**src/rtl/ipc_pkg.sv**
```systemverilog
package ipc_pkg;
  localparam int RSEL_W = 2;
  localparam logic [RSEL_W-1:0] REG_HOST_MSG = 2'd0;
  localparam logic [RSEL_W-1:0] REG_HOST_CTL = 2'd1;
  localparam logic [RSEL_W-1:0] REG_COP_MSG  = 2'd2;
  localparam logic [RSEL_W-1:0] REG_COP_CTL  = 2'd3;

  localparam int BIT_DOORBELL = 0;
  localparam int BIT_ACK      = 1;
  localparam int BIT_REPLY    = 2;
  localparam int BIT_REPLY_EN = 4;
  localparam int BIT_ACK_EN   = 5;
  localparam int FLAG_W       = 3;

  typedef struct packed {
    logic hostMsgWr;
    logic copMsgWr;
    logic setBell;
    logic clrBell;
    logic setAck;
    logic clrAck;
    logic setReply;
    logic clrReply;
    logic enWr;
  } ipcStrobes_t;
endpackage

```
**src/rtl/ipc_ctrl.sv**
```systemverilog
module ipc_ctrl
  import ipc_pkg::*;
(
  input  logic                clk,
  input  logic                rstN,
  input  logic                hostWrEn,
  input  logic [RSEL_W-1:0]   hostAddr,
  input  logic [FLAG_W-1:0]   hostFlagBits,
  input  logic                copWrEn,
  input  logic [RSEL_W-1:0]   copAddr,
  input  logic [FLAG_W-1:0]   copFlagBits,
  output ipcStrobes_t         stb
);
  logic hostCtl, copCtl;

  always_comb begin
    hostCtl      = hostWrEn && (hostAddr == REG_HOST_CTL);
    copCtl       = copWrEn  && (copAddr  == REG_COP_CTL);
    stb          = '0;
    stb.hostMsgWr = hostWrEn && (hostAddr == REG_HOST_MSG);
    stb.copMsgWr  = copWrEn  && (copAddr  == REG_COP_MSG);
    stb.enWr      = hostCtl;
    stb.setBell   = hostCtl && hostFlagBits[BIT_DOORBELL];
    stb.clrAck    = hostCtl && hostFlagBits[BIT_ACK];
    stb.clrReply  = hostCtl && hostFlagBits[BIT_REPLY];
    stb.clrBell   = copCtl  && copFlagBits[BIT_DOORBELL];
    stb.setAck    = copCtl  && copFlagBits[BIT_ACK];
    stb.setReply  = copCtl  && copFlagBits[BIT_REPLY];
  end

  // an idle port produces none of its strobes
  assert_host_idle_R11: assert property (@(posedge clk) disable iff (!rstN)
    !hostWrEn |-> !(stb.hostMsgWr || stb.setBell || stb.clrAck || stb.clrReply || stb.enWr));
  assert_cop_idle_R11: assert property (@(posedge clk) disable iff (!rstN)
    !copWrEn |-> !(stb.copMsgWr || stb.clrBell || stb.setAck || stb.setReply));
endmodule

```
**src/rtl/ipc_datapath.sv**
```systemverilog
module ipc_datapath
  import ipc_pkg::*;
#(
  parameter int DATA_W     = 32,
  parameter int ALIGN_BITS = 5
) (
  input  logic                clk,
  input  logic                rstN,
  input  ipcStrobes_t         stb,
  input  logic [DATA_W-1:0]   hostWrData,
  input  logic [DATA_W-1:0]   copWrData,
  input  logic [RSEL_W-1:0]   hostAddr,
  input  logic [RSEL_W-1:0]   copAddr,
  output logic [DATA_W-1:0]   hostRdData,
  output logic [DATA_W-1:0]   copRdData,
  output logic                hostIrq,
  output logic                copIrq
);
  localparam logic [DATA_W-1:0] ALIGN_MASK = ~((DATA_W'(1) << ALIGN_BITS) - DATA_W'(1));
  localparam int NUM_PORTS = 2;

  logic [DATA_W-1:0] hostMsg, copMsg, statusWord;
  logic bellFlag, ackFlag, replyFlag, replyEn, ackEn;

  always_ff @(posedge clk) begin
    if (!rstN) begin
      hostMsg   <= '0;
      copMsg    <= '0;
      bellFlag  <= 1'b0;
      ackFlag   <= 1'b0;
      replyFlag <= 1'b0;
      replyEn   <= 1'b0;
      ackEn     <= 1'b0;
    end else begin
      if (stb.hostMsgWr) hostMsg <= hostWrData & ALIGN_MASK;
      if (stb.copMsgWr)  copMsg  <= copWrData & ALIGN_MASK;
      // set has priority over a clear in the same cycle
      if (stb.setBell)       bellFlag <= 1'b1;
      else if (stb.clrBell)  bellFlag <= 1'b0;
      if (stb.setAck)        ackFlag <= 1'b1;
      else if (stb.clrAck)   ackFlag <= 1'b0;
      if (stb.setReply)      replyFlag <= 1'b1;
      else if (stb.clrReply) replyFlag <= 1'b0;
      if (stb.enWr) begin
        replyEn <= hostWrData[BIT_REPLY_EN];
        ackEn   <= hostWrData[BIT_ACK_EN];
      end
    end
  end

  always_comb begin
    statusWord               = '0;
    statusWord[BIT_DOORBELL] = bellFlag;
    statusWord[BIT_ACK]      = ackFlag;
    statusWord[BIT_REPLY]    = replyFlag;
    statusWord[BIT_REPLY_EN] = replyEn;
    statusWord[BIT_ACK_EN]   = ackEn;
  end

  logic [RSEL_W-1:0] rdSel  [NUM_PORTS];
  logic [DATA_W-1:0] rdWord [NUM_PORTS];
  assign rdSel[0] = hostAddr;
  assign rdSel[1] = copAddr;

  for (genvar p = 0; p < NUM_PORTS; p++) begin : g_readPort
    always_comb begin
      case (rdSel[p])
        REG_HOST_MSG: rdWord[p] = hostMsg;
        REG_COP_MSG:  rdWord[p] = copMsg;
        default:      rdWord[p] = statusWord;
      endcase
    end
  end

  assign hostRdData = rdWord[0];
  assign copRdData  = rdWord[1];
  assign copIrq     = bellFlag;
  assign hostIrq    = (replyFlag && replyEn) || (ackFlag && ackEn);

  assert_bell_set_R4: assert property (@(posedge clk) disable iff (!rstN)
    stb.setBell |=> copIrq);
  assert_bell_clear_R5: assert property (@(posedge clk) disable iff (!rstN)
    (stb.clrBell && !stb.setBell) |=> !copIrq);
  assert_reply_set_R6: assert property (@(posedge clk) disable iff (!rstN)
    stb.setReply |=> replyFlag);
  assert_ack_set_wins_R9: assert property (@(posedge clk) disable iff (!rstN)
    (stb.setAck && stb.clrAck) |=> ackFlag);
  assert_host_msg_hold_R2: assert property (@(posedge clk) disable iff (!rstN)
    !stb.hostMsgWr |=> $stable(hostMsg));
  assert_cop_msg_hold_R3: assert property (@(posedge clk) disable iff (!rstN)
    !stb.copMsgWr |=> $stable(copMsg));
  assert_irq_cause_R8: assert property (@(posedge clk) disable iff (!rstN)
    $rose(hostIrq) |-> $past(stb.setAck || stb.setReply || stb.enWr));
endmodule

```
**src/rtl/ipc_doorbell.sv**
```systemverilog
module ipc_doorbell
  import ipc_pkg::*;
#(
  parameter int DATA_W     = 32,
  parameter int ALIGN_BITS = 5
) (
  input  logic                clk,
  input  logic                rstN,
  input  logic                hostWrEn,
  input  logic [RSEL_W-1:0]   hostAddr,
  input  logic [DATA_W-1:0]   hostWrData,
  output logic [DATA_W-1:0]   hostRdData,
  input  logic                copWrEn,
  input  logic [RSEL_W-1:0]   copAddr,
  input  logic [DATA_W-1:0]   copWrData,
  output logic [DATA_W-1:0]   copRdData,
  output logic                copIrq,
  output logic                hostIrq
);
  ipcStrobes_t stb;

  ipc_ctrl u_ctrl (
    .clk          (clk),
    .rstN         (rstN),
    .hostWrEn     (hostWrEn),
    .hostAddr     (hostAddr),
    .hostFlagBits (hostWrData[FLAG_W-1:0]),
    .copWrEn      (copWrEn),
    .copAddr      (copAddr),
    .copFlagBits  (copWrData[FLAG_W-1:0]),
    .stb          (stb)
  );

  ipc_datapath #(.DATA_W(DATA_W), .ALIGN_BITS(ALIGN_BITS)) u_datapath (
    .clk        (clk),
    .rstN       (rstN),
    .stb        (stb),
    .hostWrData (hostWrData),
    .copWrData  (copWrData),
    .hostAddr   (hostAddr),
    .copAddr    (copAddr),
    .hostRdData (hostRdData),
    .copRdData  (copRdData),
    .hostIrq    (hostIrq),
    .copIrq     (copIrq)
  );
endmodule

```
**config.mk**
```make
export PLATFORM = sky130hd
export DESIGN_NAME = ipc_doorbell
export DESIGN_NICKNAME = d
export VERILOG_FILES = /design/src/rtl/ipc_pkg.sv /design/src/rtl/ipc_ctrl.sv /design/src/rtl/ipc_datapath.sv /design/src/rtl/ipc_doorbell.sv
export SDC_FILE = /design/constraint.sdc
export NUM_CORES = 1
export LEC_CHECK = 0
export ABC_AREA = 1
export BUFFER_PORTS_ARGS = -buffer_cell sky130_fd_sc_hd__buf_2
export CAP_MARGIN = 15
export CORE_MARGIN = 4
export CORE_UTILIZATION = 47
export CTS_BUF_LIST = sky130_fd_sc_hd__clkbuf_16
export DETAILED_ROUTE_END_ITERATION = 6
export PLACE_DENSITY = 0.78
export SETUP_SLACK_MARGIN = 0.15
export SYNTH_ARGS = -nofsm -noshare
export SYNTH_HDL_FRONTEND = slang
export SYNTH_SLANG_ARGS = --single-unit
export TNS_END_PERCENT = 100
```
**constraint.sdc**
```tcl
create_clock -name clk -period 1.14 [get_ports clk]
set_input_delay 0.057 -clock clk [delete_from_list [all_inputs] [get_ports clk]]
set_output_delay 0.057 -clock clk [all_outputs]
set_load 0.01 [all_outputs]
```
==> results.ini, run 1 <==
[status]
outcome=completed

[sta]
rsz0062_at_grt=yes
finalHoldViolCount=0
fin_setup_tns_ps=0
skew_ps=0
finalCritPeriodShare=0.978
period_needed_ps=1120
final-setup-viol-count=0
worst_slack_ps=24.5
fmax_ghz=0.896
slew_violations=0

[layout]
final_area_mm2=0.00487
final_cell_mix=buf_2, dfxtp_2, nor2_1, inv_2, nand2_1
fillers=459
final_common_cell=buf_2
finalNetCount=667
final_core_util=0.767
area_growth_pct=57.7
diodes=0
drive_above_1_share=0.628

[clocking]
tritoncts=yes
cts_htree_levels=3
cts-root-buf=clkbuf_16
cts_sinks=59
cts_buffers=9
clkTransAtPathRegs_ps=50
clock_path_buffers=2
clkLatencyLatePin_ps=320

[drt]
wl_met1_um=4170
drcViolationCount=0
viasPerCell=5.37
drt-wirelength-per-cell_um=15.8
vias=3633
routed_wl_um=10700
route.met3.wl_um=777
ant_nets=0
drt_first_pass_iters=4
route.met2.wl_um=5490
drtIter0Drc=145
highest_layer=met4

[place]
pre_cts_slack_ps=39.3
hpwl_um=6650
dpl_cell_area_mm2=0.00379
numPortBuffers=132
gp_congestion=0.815

[pwr]
report.power.total_mw=6.21
p_leak_nw=2.13
peakVddDrop_mv=1.06
powerDensity_mw_per_mm2=1270

[die]
row_count=29
ioPinCount=138
initial_core_util=0.486
dieArea_mm2=0.00793
core_mm2=0.00635
die_h_um=89.1
dieWidth_um=89.1

[setup_path]
required_ps=1080
cp_max_fo=2
path_delay_family=flip-flops
worst-endpoint-arrival_ps=1060
crit_buf_inv=2
slowest_stage=dfxtp_2
end_kind=output pin
critPathMaxStageDelay_ps=330
critPathKind=register to output pin
path_cells=inv_2 -> o211ai_1 -> buf_2
cp-start-kind=register

[grt]
grt_max_degree=28
grt_antenna_before_repair=0
track_usage=0.257
grt_overflow=0
grt_pass1_wl_um=15700
grt_pass1_vias=3472

[synth]
yosysTopAreaCellShare=0.382
netlist_area_mm2=0.00309
syn_avg_cell_area_um2=7.46
seq_area_frac_synth=0.382
ys_seq_elements=59
synthesis.instances=414
synth_top_area_cell=dfxtp_1
netlist_top_cells_area=dfxtp_1, o22ai_1, inv_1, nor2_1, nand3_2
ys_async_sr_fraction=0
synth.distinct_cells=26
ys.flop_type=dfxtp_1
synth_edf_count=0
synth_warnings=0

[hold_path]
hold_class=input port to register

[flow_run]
maxCapViolCount=0

## layer usage
metal,up-vias,GRT usage
met5,-,0
met4,0,0.120
met3,28,0.0461
met2,180,0.447
met1,1696,0.306
li1,1729,-
## worst register-to-register path, delay by kind of cell (launching register included)
family / cells / cell delay [ps]
flops: 1 / 320
buf+inv: 2 / 240
simple gates: 1 / 80
compound gates: 1 / 60
## worst paths after layout
| check | start | endpoint | slack [ps] | cells after the start |
|---|---|---|---|---|
| hold / removal | hostWrData[0] | u_datapath.copIrq | 10 | 3 |
| hold reg to reg | u_datapath.copMsg[5] | u_datapath.copMsg[5] | 470 | 2 |
| setup reg to reg | u_datapath.copMsg[12] | u_datapath.copMsg[12] | 330 | 4 |
| setup / recovery | u_datapath.copMsg[5] | hostRdData[5] | 20 | 3 |
## per-stage QoR
stage               cells  hold slack [ps]
floorplan             415              206
global placement      613              306
detailed placement    613              312
CTS                   671             2.07
global route          677             15.3
finish                677             10.6
## sequential cells by signal (all words and copies together) (netlist names)
| register | flops |
|---|---|
| u_datapath.copMsg | 27 |
| u_datapath.hostMsg | 27 |
| u_datapath.ackEn | 1 |
| u_datapath.ackFlag | 1 |
| u_datapath.copIrq | 1 |
| u_datapath.replyEn | 1 |
| u_datapath.replyFlag | 1 |
## logic make-up (layout without fill, tap and decap cells)
| kind of cell | after synthesis | after routing | synth area share |
|---|---|---|---|
| other cells | 1 | 2 | 0.00121 |
| simple gates | 140 | 140 | 0.228 |
| buf+inv | 100 | 285 | 0.151 |
| compound gates | 114 | 114 | 0.237 |
| flops | 59 | 59 | 0.382 |
## power breakdown
| group | leakage [nW] | switching, mW | internal (mW) |
|---|---|---|---|
| combinational | 1.46 | 0.541 | 0.424 |
| clock | 0.162 | 0.904 | 2.10 |
| sequential | 0.507 | 0.0627 | 2.17 |
| total | 2.13 | 1.51 | 4.70 |
## synth_stat cells, types with 9 or more instances
master and instances:
a21oi_1 10, a21oi_2 20, buf_2 11, clkbuf_1 10, dfxtp_1 59, inv_1 66
nand2_1 42, nand3_1 9, nand3_2 20, nor2_1 58, o21ai_0 29, o22ai_1 50
## area by class of cell
type,count,area [um^2],share of cell area
Multi-Input combinational cell,256,1650,0.339
Timing Repair Buffer,199,1260,0.259
Tap cell,77,96.3,0.0198
Inverter,70,272,0.0558
Clock inverter,7,106,0.0218
Sequential cell,59,1250,0.258
Clock buffer,9,225,0.0462
## what timing repair did
item,4_1_cts,5_1_grt
pin swaps,55,7
hold buffers,33,0
endpoints found under the hold margin,33,0
cloned,0,0
gates resized for setup,120,35
setup buffers,9,6
endpoints found under the setup margin,57,61
Power figures use the tool's default switching activity.
==> run 2: changes to the inputs <==
- CELL_PAD_IN_SITES_DETAIL_PLACEMENT: default -> 0
- CELL_PAD_IN_SITES_GLOBAL_PLACEMENT: default -> 2
- CORE_UTILIZATION: 47 -> 25
==> results.ini, run 2 (synthesized netlist as in run 1, its figures left out) <==
[hold_path]
hold_class=input port to register  ; unchanged
worstHoldStart=hostWrData[0]  ; unchanged
hold_depth=3  ; unchanged
min_to=u_datapath.copIrq  ; unchanged

[clocking]
cts_sinks=59  ; unchanged
clock_path_buffers=2  ; unchanged
cts_htree_levels=3  ; unchanged
tritoncts=yes  ; unchanged
cts-root-buf=clkbuf_16  ; unchanged
clkLatencyLatePin_ps=320  ; about the same
cts_buffers=9  ; unchanged
clkTransAtPathRegs_ps=50  ; about the same

[drt]
drt_first_pass_iters=4  ; unchanged
drtIter0Drc=150  ; was 145
ant_nets=0  ; unchanged
routed_wl_um=11100  ; was 10700 um
drcViolationCount=0  ; unchanged
vias=3481  ; was 3633
drt-wirelength-per-cell_um=14.3  ; was 15.8 um
viasPerCell=4.50  ; was 5.37

[setup_path]
rrSetupSlack_ps=370  ; was 330 ps
end_kind=output pin  ; unchanged
worst-endpoint-arrival_ps=1050  ; was 1060 ps
cp-start-kind=register  ; unchanged
cp_max_fo=2  ; unchanged
critPathKind=register to output pin  ; unchanged
r2r-start=u_datapath.copMsg[16]  ; was u_datapath.copMsg[12]
required_ps=1080  ; about the same
ff2ff_path_depth=4  ; unchanged
r2r-end=u_datapath.copMsg[16]  ; was u_datapath.copMsg[12]

[layout]
area_growth_pct=60.6  ; was 57.7%
final_common_cell=buf_2  ; unchanged
finalNetCount=674  ; was 667
drive_above_1_share=0.616  ; was 0.628
final_cell_mix=buf_2, nor2_1, dfxtp_2, inv_2, dlygate4sd3_1  ; was buf_2, dfxtp_2, nor2_1, inv_2, nand2_1
diodes=0  ; unchanged
final_area_mm2=0.00496  ; was 0.00487 mm^2
fillers=1308  ; was 459
reg_top3=u_datapath.copMsg (27), u_datapath.hostMsg (27)  ; unchanged

[pwr]
peakVddDrop_mv=0.511  ; was 1.06 mV
powerDensity_mw_per_mm2=1110  ; was 1270 mW/mm^2
report.power.total_mw=5.51  ; was 6.21 mW
p_leak_nw=2.11  ; was 2.13 nW

[grt]
grt_max_degree=28  ; unchanged
track_usage=0.153  ; was 0.257
grt_overflow=0  ; unchanged
grt_antenna_before_repair=0  ; unchanged
grt_pass1_vias=3532  ; was 3472
grt_pass1_wl_um=17400  ; was 15700 um

[sta]
holdWs_ps=10.4  ; was 10.6 ps
finalHoldViolCount=0  ; unchanged
slew_violations=0  ; unchanged
final-setup-viol-count=0  ; unchanged
fmax_ghz=0.906  ; was 0.896 GHz
finalCritPeriodShare=0.968  ; was 0.978
rsz0062_at_grt=yes  ; unchanged
skew_ps=0  ; unchanged
period_needed_ps=1100  ; was 1120 ps

[die]
die_h_um=119  ; was 89.1 um
dieArea_mm2=0.0142  ; was 0.00793 mm^2
dieWidth_um=119  ; was 89.1 um
initial_core_util=0.256  ; was 0.486
row_count=40  ; was 29
core_mm2=0.0121  ; was 0.00635 mm^2
ioPinCount=138  ; unchanged

[place]
hpwl_um=7630  ; was 6650 um
dpl_cell_area_mm2=0.00390  ; was 0.00379 mm^2
gp_congestion=0.775  ; was 0.815
numPortBuffers=132  ; unchanged

[flow_run]
maxCapViolCount=0  ; unchanged

[status]
outcome=completed  ; unchanged

[run 2: repair_timing]
action,CTS,global route
setup endpoints to repair,61,63
hold endpoints to repair,39,0
gates resized for setup,134,20
pin swaps,55,2
buffers inserted,9,9
hold buffers,39,0
[run 2: layout make-up]
type / count / area [um^2] / share of cell area
clock buffer: 9 / 225 / 0.0454
clock inverter: 6 / 25.0 / 0.00505
inverter: 70 / 272 / 0.0547
multi-input combinational: 256 / 1620 / 0.326
sequential: 59 / 1260 / 0.254
tap: 168 / 210 / 0.0424
timing repair buffer: 206 / 1350 / 0.272
[run 2: power by group]
part	internal [mW]	total (mW)	switching (mW)
Clock	1.41	2.30	0.885
Combinational	0.441	0.977	0.535
Sequential	2.17	2.23	0.0610
Total	4.02	5.51	1.48
[run 2: stage by stage]
stage          setup TNS, ps  worst slack (ps)  utilization  cells
2_1_floorplan              0               248            -    415
3_3_place_gp               0              25.2        0.324    702
3_5_place_dp           -14.8             -5.23        0.324    702
4_1_cts                    0              42.3        0.398    765
5_1_grt                    0              3.99        0.411    774
6_report                   0              36.0        0.411    774
[run 2: how the worst max path moves through the flow]
| stage | slack (ps) | endpoint | cells past startpoint | startpoint |
|---|---|---|---|---|
| floorplan | 250 | copRdData[13] | 6 | copAddr[0] |
| global placement | 30 | u_datapath.hostMsg[7] | 6 | hostAddr[1] |
| detailed placement | -5 | u_datapath.hostMsg[18] | 6 | hostAddr[1] |
| CTS | 40 | copRdData[6] | 3 | u_datapath.hostMsg[6] |
| global route | 4 | copRdData[6] | 3 | u_datapath.hostMsg[6] |
| finish | 40 | copRdData[30] | 3 | u_datapath.hostMsg[30] |
[run 2: routing by layer]
metal | GRT usage | wire, um | vias up
li1 | - | - | 1738
met1 | 0.193 | 4960 | 1623
met2 | 0.263 | 5340 | 107
met3 | 0.0309 | 547 | 13
met4 | 0.0471 | 217 | 0
met5 | 0 | 0 | -
[run 2: critical path, cell delays in order, from the launching register on]
cell and delay [ps]:
dfxtp_2 330, inv_2 50, o22ai_2 180, buf_2 170
==> run 3: changes to the inputs <==
- CORE_UTILIZATION: 25 -> 24
- PLACE_DENSITY: 0.78 -> default
- PLACE_DENSITY_LB_ADDON: default -> 0.2
- SYNTH_HIERARCHICAL: default -> 1
==> results.ini, run 3 <==
[status]
outcome=completed  ; unchanged

[grt]
grt_pass1_wl_um=18000  ; was 17400 um
grt_pass1_vias=3434  ; was 3532
track_usage=0.157  ; was 0.153
busiest_layer=met2  ; unchanged
use_met1=0.197  ; was 0.193
grt_overflow=0  ; unchanged
grt_max_degree=58  ; was 28
use_met3=0.0376  ; was 0.0309
use_met2=0.270  ; was 0.263
grt_antenna_before_repair=0  ; unchanged

[clocking]
cts_htree_levels=3  ; unchanged
cts_sinks=59  ; unchanged
cts_buffers=9  ; unchanged
clkLatencyLatePin_ps=320  ; about the same
clock_path_buffers=2  ; unchanged
tritoncts=yes  ; unchanged
clkTransAtPathRegs_ps=50  ; about the same
cts-root-buf=clkbuf_16  ; unchanged

[place]
numPortBuffers=132  ; unchanged
dpl_cell_area_mm2=0.00401  ; was 0.00390 mm^2
pre_cts_slack_ps=44.9  ; was -5.23 ps
gp_congestion=0.746  ; was 0.775
hpwl_um=7580  ; was 7630 um

[synth]
netlist_top_cells_area=dfxtp_1, nor2_1, o21ai_2, nand2_1, o21ai_0  ; was dfxtp_1, o22ai_1, inv_1, nor2_1, nand3_2
synthAdderAreaFrac=0  ; unchanged
synth_edf_count=0  ; unchanged
ys_top_cells_by_count=nor2_1, nand2_1, dfxtp_1, o21ai_0, inv_1  ; was inv_1, dfxtp_1, nor2_1, o22ai_1, nand2_1
synthesis.instances=456  ; was 414
ys_async_sr_fraction=0  ; unchanged
synth.distinct_cells=20  ; was 26
yosys.area_share.simple=0.259  ; was 0.228
ys.flop_type=dfxtp_1  ; unchanged
seq_area_frac_synth=0.381  ; was 0.382
synth_top_area_cell=dfxtp_1  ; unchanged
yosysTopAreaCellShare=0.381  ; was 0.382
syn_avg_cell_area_um2=6.80  ; was 7.46 um^2
netlist_area_mm2=0.00310  ; was 0.00309 mm^2
synth_compound_area_frac=0.221  ; was 0.237
synth_xor_area_frac=0  ; unchanged
yosys.cell_count.top_type=nor2_1  ; was inv_1
synth_warnings=6  ; was 0
ys_seq_elements=59  ; unchanged
synth_top_family_by_area=simple AND/OR/NAND/NOR gates  ; was compound AO/OA/AOI/OAI gates
synth_mux_area_frac=0  ; unchanged

[layout]
diodes=0  ; unchanged
final_area_mm2=0.00508  ; was 0.00496 mm^2
final_common_cell=buf_2  ; unchanged
final_cell_mix=buf_2, nor2_1, nand2_1, dlygate4sd3_1, o21ai_0  ; was buf_2, nor2_1, dfxtp_2, inv_2, dlygate4sd3_1
drive_above_1_share=0.488  ; was 0.616
area_growth_pct=63.7  ; was 60.6%
finalNetCount=719  ; was 674
reg_top3=u_datapath/copMsg (27), u_datapath/hostMsg (27)  ; was u_datapath.copMsg (27), u_datapath.hostMsg (27)

[sta]
final-setup-viol-count=0  ; unchanged
slew_violations=0  ; unchanged
holdWs_ps=66.3  ; was 10.4 ps
finalHoldViolCount=0  ; unchanged
fin_setup_tns_ps=0  ; unchanged
rsz0062_at_grt=yes  ; unchanged
finalCritPeriodShare=0.907  ; was 0.968
worst_slack_ps=106  ; was 36.0 ps
skew_ps=0  ; unchanged
period_needed_ps=1030  ; was 1100 ps
fmax_ghz=0.967  ; was 0.906 GHz

[drt]
viasPerCell=4.21  ; was 4.50
routed_wl_um=11300  ; was 11100 um
ant_nets=0  ; unchanged
drt-wirelength-per-cell_um=13.8  ; was 14.3 um
vias=3468  ; was 3481
drtIter0Drc=122  ; was 150
drt_first_pass_iters=4  ; unchanged
drcViolationCount=0  ; unchanged

[setup_path]
ff2ff_path_depth=3  ; was 4
end_kind=output pin  ; unchanged
required_ps=1080  ; about the same
worst-endpoint-arrival_ps=980  ; was 1050 ps
cp_max_fo=2  ; unchanged
critPathKind=register to output pin  ; unchanged
cp-start-kind=register  ; unchanged

[die]
dieArea_mm2=0.0148  ; was 0.0142 mm^2
die_h_um=122  ; was 119 um
initial_core_util=0.246  ; was 0.256
ioPinCount=138  ; unchanged
dieWidth_um=122  ; was 119 um
core_mm2=0.0126  ; was 0.0121 mm^2
row_count=41  ; was 40

[hold_path]
hold_depth=5  ; was 3
hold_class=input port to register  ; unchanged

[flow_run]
maxCapViolCount=0  ; unchanged

[pwr]
report.power.total_mw=6.07  ; was 5.51 mW
p_leak_nw=2.48  ; was 2.11 nW
powerDensity_mw_per_mm2=1200  ; was 1110 mW/mm^2
peakVddDrop_mv=0.596  ; was 0.511 mV

[run 3: what timing repair did]
action / in CTS / in global routing
hold buffers: 55 / 0
setup endpoints to repair: 60 / 60
pin swaps: 54 / 8
endpoints found under the hold margin: 56 / 0
buffers inserted: 0 / 2
resized for setup: 83 / 28
[run 3: power by group]
group / internal [mW] / leakage (nW) / switching [mW]
logic: 0.460 / 1.83 / 0.504
registers: 2.19 / 0.504 / 0.0742
clock network: 1.88 / 0.154 / 0.962
[run 3: final cells by class]
cell class | count | area, um^2
inverters | 54 | 208
fillers | 1362 | 7540
flip-flops and latches | 59 | 1250
clock buffers | 9 | 225
repair buffers | 208 | 1500
well taps | 172 | 215
multi-input cells | 315 | 1600
clock inverters | 7 | 82.6
[run 3: cells by family (layout without fill, tap and decap cells)]
family,count (synthesis),after routing
and+or+nand+nor,202,202
AOI/OAI and AO/OA,111,111
buffers and inverters,83,278
other,1,2
DFF,59,59
[run 3: per-layer routing]
metal,routed length [um],share of wire,vias up
met4,116,0.010,0
met2,5430,0.48,97
li1,-,-,1801
met3,648,0.057,8
met1,5140,0.45,1562
met5,0,0,-
[run 3: final timing paths]
| check | startpoint | to | slack [ps] |
|---|---|---|---|
| min reg2reg | u_datapath/copMsg[13] | u_datapath/copMsg[13] | 490 |
| min | hostWrData[0] | u_datapath/copIrq | 70 |
| max | u_datapath/copMsg[31] | hostRdData[31] | 110 |
| max reg2reg | u_datapath/ackFlag | u_datapath/ackFlag | 460 |
[run 3: through the flow]
stage / cells / util
final: 824 / 0.402
after global routing: 824 / 0.402
after CTS: 822 / 0.394
after detailed placement: 751 / 0.318
after global placement: 751 / 0.318
after floorplan: 457 / -
[run 3: critical path, cell delays in order (launching register included)]
cell and delay (ps):
dfxtp_2 330, inv_2 40, o21ai_2 130, buf_2 150
